===== src/rtl/sar_pkg.sv =====
package sar_pkg;
  typedef enum logic [1:0] {
    ST_IDLE  = 2'd0,
    ST_ARMED = 2'd1,
    ST_CONV  = 2'd2,
    ST_FIN   = 2'd3
  } sar_state_e;
endpackage


===== src/rtl/sar_edge_det.sv =====
module sar_edge_det (
  input  logic clk,
  input  logic rst_n,
  input  logic sig_i,
  output logic rise_o,
  output logic fall_o
);
  logic prev_q;

  always_ff @(posedge clk or negedge rst_n) begin
    if (!rst_n) prev_q <= 1'b0;
    else        prev_q <= sig_i;
  end

  assign rise_o = sig_i & ~prev_q;
  assign fall_o = ~sig_i & prev_q;
endmodule


===== src/rtl/sar_chan_latch.sv =====
module sar_chan_latch #(
  parameter int CH_W = 3,
  localparam int N_CH = 1 << CH_W
) (
  input  logic            clk,
  input  logic            rst_n,
  input  logic            strobe_i,
  input  logic [CH_W-1:0] addr_i,
  output logic [N_CH-1:0] sel_o
);
  logic            strobe_q;
  logic [CH_W-1:0] chan_q;
  logic [CH_W-1:0] chan_n;
  logic            cap_en;

  assign cap_en = strobe_i & ~strobe_q;

  always_comb begin
    chan_n = chan_q;
    if (cap_en) chan_n = addr_i;
  end

  always_ff @(posedge clk or negedge rst_n) begin
    if (!rst_n) begin
      strobe_q <= 1'b0;
      chan_q   <= '0;
    end else begin
      strobe_q <= strobe_i;
      chan_q   <= chan_n;
    end
  end

  for (genvar g = 0; g < N_CH; g++) begin : g_dec
    assign sel_o[g] = (chan_q == CH_W'(g));
  end
endmodule


===== src/rtl/sar_seq.sv =====
module sar_seq
  import sar_pkg::*;
#(
  parameter int DATA_W       = 8,
  parameter int CLKS_PER_BIT = 8,
  localparam int IDX_W = (DATA_W > 1) ? $clog2(DATA_W) : 1,
  localparam int CNT_W = (CLKS_PER_BIT > 1) ? $clog2(CLKS_PER_BIT) : 1
) (
  input  logic              clk,
  input  logic              rst_n,
  input  logic              go_rise_i,
  input  logic              go_fall_i,
  input  logic              cmp_i,
  output logic [DATA_W-1:0] trial_o,
  output logic              load_o,
  output logic [DATA_W-1:0] load_val_o,
  output logic              eoc_o
);
  localparam logic [CNT_W-1:0]  CNT_LAST = CNT_W'(CLKS_PER_BIT - 1);
  localparam logic [IDX_W-1:0]  IDX_TOP  = IDX_W'(DATA_W - 1);
  localparam logic [DATA_W-1:0] MSB_ONE  = DATA_W'(1) << (DATA_W - 1);

  sar_state_e        state_q, state_n;
  logic [DATA_W-1:0] sar_q, sar_n;
  logic [IDX_W-1:0]  idx_q, idx_n;
  logic [CNT_W-1:0]  cnt_q, cnt_n;
  logic              eoc_q, eoc_n;
  logic [DATA_W-1:0] bit_mask;
  logic [DATA_W-1:0] next_mask;
  logic [DATA_W-1:0] decided;

  assign bit_mask  = DATA_W'(1) << idx_q;
  assign next_mask = bit_mask >> 1;
  assign decided   = cmp_i ? sar_q : (sar_q & ~bit_mask);

  always_comb begin
    state_n    = state_q;
    sar_n      = sar_q;
    idx_n      = idx_q;
    cnt_n      = cnt_q;
    eoc_n      = eoc_q;
    load_o     = 1'b0;
    load_val_o = decided;
    if (go_rise_i) begin
      state_n = ST_ARMED;
      sar_n   = '0;
      eoc_n   = 1'b0;
    end else begin
      unique case (state_q)
        ST_IDLE, ST_ARMED: begin
          if (go_fall_i) begin
            state_n = ST_CONV;
            sar_n   = MSB_ONE;
            idx_n   = IDX_TOP;
            cnt_n   = '0;
          end
        end
        ST_CONV: begin
          if (cnt_q == CNT_LAST) begin
            cnt_n = '0;
            if (idx_q == '0) begin
              load_o  = 1'b1;
              sar_n   = '0;
              state_n = ST_FIN;
            end else begin
              sar_n = decided | next_mask;
              idx_n = idx_q - 1'b1;
            end
          end else begin
            cnt_n = cnt_q + 1'b1;
          end
        end
        ST_FIN: begin
          eoc_n   = 1'b1;
          state_n = ST_IDLE;
        end
        default: state_n = ST_IDLE;
      endcase
    end
  end

  always_ff @(posedge clk or negedge rst_n) begin
    if (!rst_n) begin
      state_q <= ST_IDLE;
      sar_q   <= '0;
      idx_q   <= '0;
      cnt_q   <= '0;
      eoc_q   <= 1'b0;
    end else begin
      state_q <= state_n;
      sar_q   <= sar_n;
      idx_q   <= idx_n;
      cnt_q   <= cnt_n;
      eoc_q   <= eoc_n;
    end
  end

  assign trial_o = sar_q;
  assign eoc_o   = eoc_q;
endmodule


===== src/rtl/sar_out_reg.sv =====
module sar_out_reg #(
  parameter int DATA_W = 8
) (
  input  logic              clk,
  input  logic              rst_n,
  input  logic              load_i,
  input  logic [DATA_W-1:0] load_val_i,
  input  logic              oe_i,
  output logic [DATA_W-1:0] data_q_o,
  output logic [DATA_W-1:0] dout_o,
  output logic [DATA_W-1:0] dout_oe_o
);
  logic [DATA_W-1:0] data_q, data_n;

  always_comb begin
    data_n = data_q;
    if (load_i) data_n = load_val_i;
  end

  always_ff @(posedge clk or negedge rst_n) begin
    if (!rst_n) data_q <= '0;
    else        data_q <= data_n;
  end

  for (genvar g = 0; g < DATA_W; g++) begin : g_pad
    assign dout_o[g]    = data_q[g] & oe_i;
    assign dout_oe_o[g] = oe_i;
  end

  assign data_q_o = data_q;
endmodule


===== src/rtl/sar_ctrl_top.sv =====
module sar_ctrl_top #(
  parameter int DATA_W       = 8,
  parameter int CH_W         = 3,
  parameter int CLKS_PER_BIT = 8,
  localparam int N_CH = 1 << CH_W
) (
  input  logic              clk,
  input  logic              rst_n,
  input  logic              ale_i,
  input  logic [CH_W-1:0]   addr_i,
  input  logic              start_i,
  input  logic              cmp_i,
  input  logic              oe_i,
  output logic [N_CH-1:0]   ch_sel_o,
  output logic [DATA_W-1:0] trial_o,
  output logic              eoc_o,
  output logic [DATA_W-1:0] dout_o,
  output logic [DATA_W-1:0] dout_oe_o
);
  logic              go_rise, go_fall;
  logic              load;
  logic [DATA_W-1:0] load_val;
  logic [DATA_W-1:0] data_q;

  sar_edge_det u_start_edge (
    .clk    (clk),
    .rst_n  (rst_n),
    .sig_i  (start_i),
    .rise_o (go_rise),
    .fall_o (go_fall)
  );

  sar_chan_latch #(.CH_W(CH_W)) u_chan (
    .clk      (clk),
    .rst_n    (rst_n),
    .strobe_i (ale_i),
    .addr_i   (addr_i),
    .sel_o    (ch_sel_o)
  );

  sar_seq #(.DATA_W(DATA_W), .CLKS_PER_BIT(CLKS_PER_BIT)) u_seq (
    .clk        (clk),
    .rst_n      (rst_n),
    .go_rise_i  (go_rise),
    .go_fall_i  (go_fall),
    .cmp_i      (cmp_i),
    .trial_o    (trial_o),
    .load_o     (load),
    .load_val_o (load_val),
    .eoc_o      (eoc_o)
  );

  sar_out_reg #(.DATA_W(DATA_W)) u_out (
    .clk        (clk),
    .rst_n      (rst_n),
    .load_i     (load),
    .load_val_i (load_val),
    .oe_i       (oe_i),
    .data_q_o   (data_q),
    .dout_o     (dout_o),
    .dout_oe_o  (dout_oe_o)
  );
endmodule


===== config.mk =====
export PLATFORM = sky130hd
export DESIGN_NAME = sar_ctrl_top
export DESIGN_NICKNAME = d
export VERILOG_FILES = /design/src/rtl/sar_pkg.sv /design/src/rtl/sar_edge_det.sv /design/src/rtl/sar_chan_latch.sv /design/src/rtl/sar_seq.sv /design/src/rtl/sar_out_reg.sv /design/src/rtl/sar_ctrl_top.sv
export SDC_FILE = /design/constraint.sdc
export NUM_CORES = 1
export LEC_CHECK = 0
export BUFFER_PORTS_ARGS = -buffer_cell sky130_fd_sc_hd__clkbuf_2
export CORE_ASPECT_RATIO = 1.75
export CORE_MARGIN = 4
export CORE_UTILIZATION = 50
export CTS_CLUSTER_DIAMETER = 100
export DETAILED_ROUTE_END_ITERATION = 16
export PLACE_DENSITY = 0.85
export SETUP_SLACK_MARGIN = 0.4
export SYNTH_ARGS = -nofsm -noshare
export SYNTH_HDL_FRONTEND = slang
export SYNTH_SLANG_ARGS = --single-unit

===== constraint.sdc =====
create_clock -name clk -period 2 [get_ports clk]
set_input_delay 0.2 -clock clk [delete_from_list [all_inputs] [get_ports clk]]
set_output_delay 0.2 -clock clk [all_outputs]
set_load 0.005 [all_outputs]

Word-level counts from Yosys, hierarchy flattened
Cells that the tools add are included.
{"block": "totals", "out_inout_bits": 33, "memories": 0, "mem_bits_rw": 0, "register_bits": 30, "rom_bits": 0, "input_bits": 9, "latch_bits": 0}
{"block": "op_classes", "n_lt_le_gt_ge": 0, "n_reduce_logical": 11, "n_mul": 0, "div": 0, "n_mux": 24, "shifts": 1, "bitwise_logic": 18, "addsub": 2, "eq_ne": 17}
{"operator": "8-bit two-way mux", "count": 5}
{"operator": "8-bit one-hot mux with 2 select lines", "count": 1}
{"operator": "3-bit == test (second input constant)", "count": 5}
{"operator": "3-bit two-way mux", "count": 5}
{"operator": "3-bit one-hot mux with 2 select lines", "count": 2}
{"operator": "1-bit bitwise AND", "count": 11}
{"operator": "3-bit AND reduction", "count": 3}
{"operator": "8-bit bitwise AND", "count": 1}
{"operator": "2-bit two-way mux", "count": 4}
{"operator": "8-bit NOT", "count": 1}
{"operator": "8-bit by 7-bit bitwise OR with 8-bit output", "count": 1}
{"operator": "1-bit by 3-bit << shifter with 8-bit output (first input constant)", "count": 1}
{"operator": "3-bit by 2-bit == test with 1-bit output (second input constant)", "count": 2}
{"operator": "3-bit logical NOT", "count": 2}
{"operator": "1-bit two-way mux", "count": 6}
{"operator": "3-bit by 2-bit inequality test with 1-bit output (second input constant)", "count": 2}
{"operator": "2-bit one-hot mux with 3 select lines", "count": 1}
{"operator": "5-bit AND reduction", "count": 1}
{"operator": "2-bit == test (second input constant)", "count": 2}
{"operator": "2-bit inequality test (second input constant)", "count": 2}
{"operator": "1-bit NOT", "count": 4}
{"operator": "2-bit nonzero test", "count": 2}
{"operator": "3-bit by 1-bit adder with 3-bit output (second input constant)", "count": 1}
{"operator": "3-bit by 1-bit == test with 1-bit output (second input constant)", "count": 1}
{"operator": "7 further kinds", "count": 7}

Logic depth before layout (Yosys ltp)
{"block": "depth", "word_depth": 9, "depth_mapped": 8}

By module
Synthesis repeated with hierarchy kept, for this count alone.
{"block": "unflattened", "hier_cells": 154, "hier_area_um2": 1684.1}
{"module": "sar_seq", "seq_area_each_um2": 425.4, "cells_each": 101, "area_each_um2": 984.7, "instances": 1}
{"module": "sar_out_reg", "seq_area_each_um2": 200.2, "cells_each": 33, "area_each_um2": 441.7, "instances": 1}
{"module": "sar_chan_latch", "seq_area_each_um2": 100.1, "cells_each": 17, "area_each_um2": 217.7, "instances": 1}
{"module": "sar_edge_det", "seq_area_each_um2": 25.0, "cells_each": 3, "area_each_um2": 40.0, "instances": 1}

Least setup slack after synthesis
Ideal clock, no wire load.
{"block": "synth_path", "kind": "reg2reg", "from": "reg u_seq.cnt_q[0]", "to": "reg u_seq.sar_q[1] (netlist: u_seq.trial_o[1])", "setup_ps": 126, "setup_slack_ps": 389, "path_stages_with_launch": 8, "path_buffers": 2, "t_arrival_ps": 1485, "cell_sequence": "dfrtp_1 -> ha_1 -> ha_1 -> buf_4 -> inv_1 -> o221a_1 -> buf_6 -> a221o_1"}
{"block": "synth_via", "elab_chain_cells": 3}
{"element": "start: declaration", "line_no": "sar_seq.sv:26", "text": "logic [CNT_W-1:0] cnt_q, cnt_n;"}
{"element": "start signal: assignment", "line_no": "sar_seq.sv:93", "text": "cnt_q <= cnt_n;"}
{"element": "3-bit == test", "line_no": "sar_seq.sv:59", "text": "if (cnt_q == CNT_LAST) begin"}
{"element": "3-bit by 2-bit inequality test with 1-bit output (no line)"}
{"element": "3-bit AND reduction (no line)"}
{"element": "end signal: assignment", "line_no": "sar_seq.sv:91", "text": "sar_q <= sar_n;"}
{"element": "end: declaration", "line_no": "sar_seq.sv:24", "text": "logic [DATA_W-1:0] sar_q, sar_n;"}
Every way passes these cells.
A chain may end at the register's enable or synchronous reset.

Worst setup path after layout
{"block": "layout_path", "from": "reg u_seq.cnt_q[0]", "to": "reg u_seq.sar_q[2] (netlist: u_seq.trial_o[2])"}
Same word-level chain as after synthesis.

==> results.py <==
metrics = {
    "run_status": {
        "status": "finished clean",
    },
    "grt": {
        "grt_usage_pct": 17.4,
        "grt_pass1_wl_mm": 5.75,
        "grt_pass1_vias": 1259,
        "use_met3_pct": 4.13,
        "top_usage_layer": "met2",
        "antenna_found_initial": 0,
        "grt_use_met1_pct": 19.6,
        "met2_usage_pct": 30.2,
        "grt.overflow.total": 0,
        "grt_max_degree": 31,
    },
    "synth": {
        "synth_most_common_cell": "dfrtp_1",
        "synth_async_sr_flop_share_pct": 100,
        "synth_cell_type_count": 41,
        "syn_avg_cell_area_um2": 10.0,
        "yosysWarnings": 0,
        "synth-seq-cells": 30,
        "synth_nets": 178,
        "synthFlopType": "dfrtp_1",
        "ys_top_cells_by_count": "dfrtp_1 (30), nand2_1 (20), o21ai_0 (15)",
        "synth_top_area_share_pct": 46.3,
        "syn-cell-area_um2": 1620,
        "yosys.area.top_type": "dfrtp_1",
        "ys_top_cells_by_area": "dfrtp_1 (46%), ha_1 (5.4%), nand2_1 (4.6%), o21ai_0 (4.6%), buf_4 (4.2%)",
        "syn_inst": 162,
        "synth_edf_count": 0,
        "seq_area_frac_synth_pct": 46.3,
    },
    "critical_path": {
        "crit_fanout": 9,
        "cp-start-kind": "register",
        "end_kind": "register",
        "cpMaxStageDelayCell": "dfrtp_1",
        "critPathArrivalTime_ns": 1.71,
        "critical_path.cell_chain": "ha_2, ha_4, inv_1, o221a_4, a221o_1",
        "rrSetupSlack_ns": 0.45,
        "path_class": "reg2reg",
        "max_stage_delay_ns": 0.36,
        "required_ns": 2.17,
        "crit-reg2reg-launch": "u_seq.cnt_q[0]$_DFFE_PN0P_",
        "reg2reg_depth": 5,
        "r2r-end": "u_seq.trial_o[2]$_DFFE_PN0P_",
    },
    "power_and_ir_drop": {
        "p_per_area_nw_per_um2": 783,
        "switching_share_pct": 28.9,
        "peakVddDrop_mv": 0.650,
        "pwr-share-comb_pct": 19.8,
        "p_seq_share_pct": 47.7,
        "switchingPower_mw": 0.441,
        "power.leakage_nw": 0.943,
        "p_clk_share_pct": 32.4,
        "intPower_mw": 1.09,
    },
    "clock_tree": {
        "cts-root-buf": "clkbuf_8",
        "ctsLongestPathBuffers": 2,
        "cts_tree": "yes",
        "clock_sinks": 30,
        "cts_buffers": 5,
        "worst_skew_pair.late_latency_ns": 0.28,
        "h-tree-depth": 2,
        "clk_pin_slew_ns": 0.07,
    },
    "finish": {
        "multi_input_area_um2": 791,
        "register_area_um2": 752,
        "fin_nets": 217,
        "n_fill_cell": 265,
        "antenna_cells": 0,
        "syn_to_final_growth_pct": 20.4,
        "layout.cells.non_filler": 245,
        "drive_gt1_share_pct": 34.7,
    },
    "hold_path": {
        "hold_depth": 1,
        "hold_class": "in2reg",
        "hold_path_end": "u_chan.strobe_q$_DFF_PN0_",
        "worstHoldStart": "ale_i",
    },
    "place": {
        "dp_hpwl_mm": 2.55,
        "dp_slack_ns": 0.308,
        "portBuffers": 41,
        "place_congestion": 0.834,
        "dp.cells": 235,
    },
    "route": {
        "vias_per_cell": 5.31,
        "drt_iter0_drc": 16,
        "first_pass_iters": 6,
        "post-route-drc-count": 0,
        "wire_per_inst_um": 13.5,
        "num_vias": 1302,
        "drt_wl_total_mm": 3.31,
        "drtAntennaViolNets": 0,
    },
    "sta": {
        "drv_slew": 0,
        "rsz0062_at_grt": "yes",
        "fmax_ghz": 0.646,
        "skew_ns": 0.00908,
        "fin_crit_ns": 1.55,
        "postLayoutSetupSlackWorst_ns": 0.451,
        "setup_violations": 0,
        "hold_viol_final": 0,
        "tightest_slew_ns": 0.716,
        "slew_headroom_pct": 52.3,
        "period_share_pct": 77.5,
        "tns_ns": 0,
    },
    "die": {
        "die_width_um": 51.1,
        "die_h_um": 83.3,
        "io_pins": 42,
        "coreArea_um2": 3140,
        "rows": 27,
        "die_area_um2": 4250,
        "initial_core_util_pct": 51.6,
    },
    "run": {
        "cap_violations": 0,
    },
}
==> cells by family (layout without fill, tap and decap cells) <==
kind of cell | count (synthesis) | in the layout | synth area share, %
muxes | 5 | 5 | 3.47
AOI/OAI and AO/OA | 38 | 38 | 15.8
buffers and inverters | 21 | 61 | 7.95
adders and majority gates | 8 | 8 | 6.02
DFF | 30 | 30 | 46.3
and+or+nand+nor | 60 | 60 | 20.4
==> sequential cells by signal, indices dropped and copies added (netlist names) <==
register,flops
u_out.data_q_o,8
u_seq.state_q,2
u_start_edge.prev_q,1
u_seq.idx_q,3
u_seq.trial_o,8
u_seq.eoc_o,1
u_chan.strobe_q,1
u_chan.chan_q,3
u_seq.cnt_q,3
==> area by class of cell <==
type | count | area share [%]
Inverter | 9 | 1.73
Clock buffer | 7 | 4.42
Multi-Input combinational cell | 111 | 40.5
Clock inverter | 1 | 0.256
Timing Repair Buffer | 44 | 11.8
Sequential cell | 30 | 38.5
Tap cell | 43 | 2.76
==> repair_timing <==
action / CTS / global route
endpoints found under the hold margin: 30 / 0
gates resized for setup: 5 / 8
pin swaps: 0 / 0
endpoints found under the setup margin: 11 / 14
setup buffers: 0 / 1
cloned: 0 / 0
hold buffers: 1 / 0
==> worst max-delay path by stage <==
| stage | from | to | slack [ns] | cells past startpoint |
|---|---|---|---|---|
| 2_1_floorplan | u_seq.cnt_q[0]$_DFFE_PN0P_ | u_seq.trial_o[1]$_DFFE_PN0P_ | 0.41 | 7 |
| 3_3_place_gp | u_seq.idx_q[0]$_DFFE_PN0P_ | u_out.data_q_o[3]$_DFFE_PN0P_ | 0.37 | 7 |
| 3_5_place_dp | u_seq.idx_q[0]$_DFFE_PN0P_ | u_out.data_q_o[2]$_DFFE_PN0P_ | 0.31 | 7 |
| 4_1_cts | u_seq.cnt_q[0]$_DFFE_PN0P_ | u_seq.trial_o[2]$_DFFE_PN0P_ | 0.40 | 5 |
| 5_1_grt | u_seq.idx_q[2]$_DFFE_PN0P_ | u_seq.trial_o[7]$_DFFE_PN0P_ | 0.37 | 4 |
| 6_report | u_seq.cnt_q[0]$_DFFE_PN0P_ | u_seq.trial_o[2]$_DFFE_PN0P_ | 0.45 | 5 |
==> power groups by stage <==
stage	combinational, mW	clock [mW]	sequential [mW]
4_1_cts	0.298	0.511	0.726
2_1_floorplan	0.204	0	0.724
3_3_place_gp	0.281	0	0.734
6_report	0.303	0.496	0.730
3_5_place_dp	0.289	0	0.737
5_1_grt	0.345	0.528	0.745
==> cell usage in the layout, fill, tap and decap left out, types with 3 or more instances in the layout <==
cell / count
nor3_1: 4
mux2_2: 5
nand2b_1: 4
o21ai_0: 12
o21ai_1: 4
a21oi_1: 4
nor2b_1: 3
nor2_1: 6
ha_1: 4
nor3b_1: 3
clkbuf_2: 41
nand2_1: 20
inv_1: 7
dfrtp_1: 29
clkbuf_8: 6
and2_1: 9
and3b_1: 3
==> routing by layer <==
layer	routed length [µm]	vias up
li1	-	638
met1	1220	601
met2	1770	55
met3	242	8
met4	73	0
met5	0	-
==> critical path, delay by kind of cell (launching register included) <==
family,cells,cell delay [ns]
AOI/OAI and AO/OA,2,0.65
adders and majority gates,2,0.36
buffers and inverters,1,0.06
DFF,1,0.36
==> per-stage QoR <==
step                hold WS [ns]  instance area [µm²]  power [mW]  util [%]
floorplan                -0.0956                 1640       0.928         -
global placement           0.287                 1810        1.01      57.5
detailed placement         0.292                 1810        1.03      57.5
CTS                       0.0328                 1920        1.54      61.3
global route              0.0374                 1950        1.62      62.1
finish                    0.0408                 1950        1.53      62.1
Note: power is estimated with default switching activity, not from simulation.
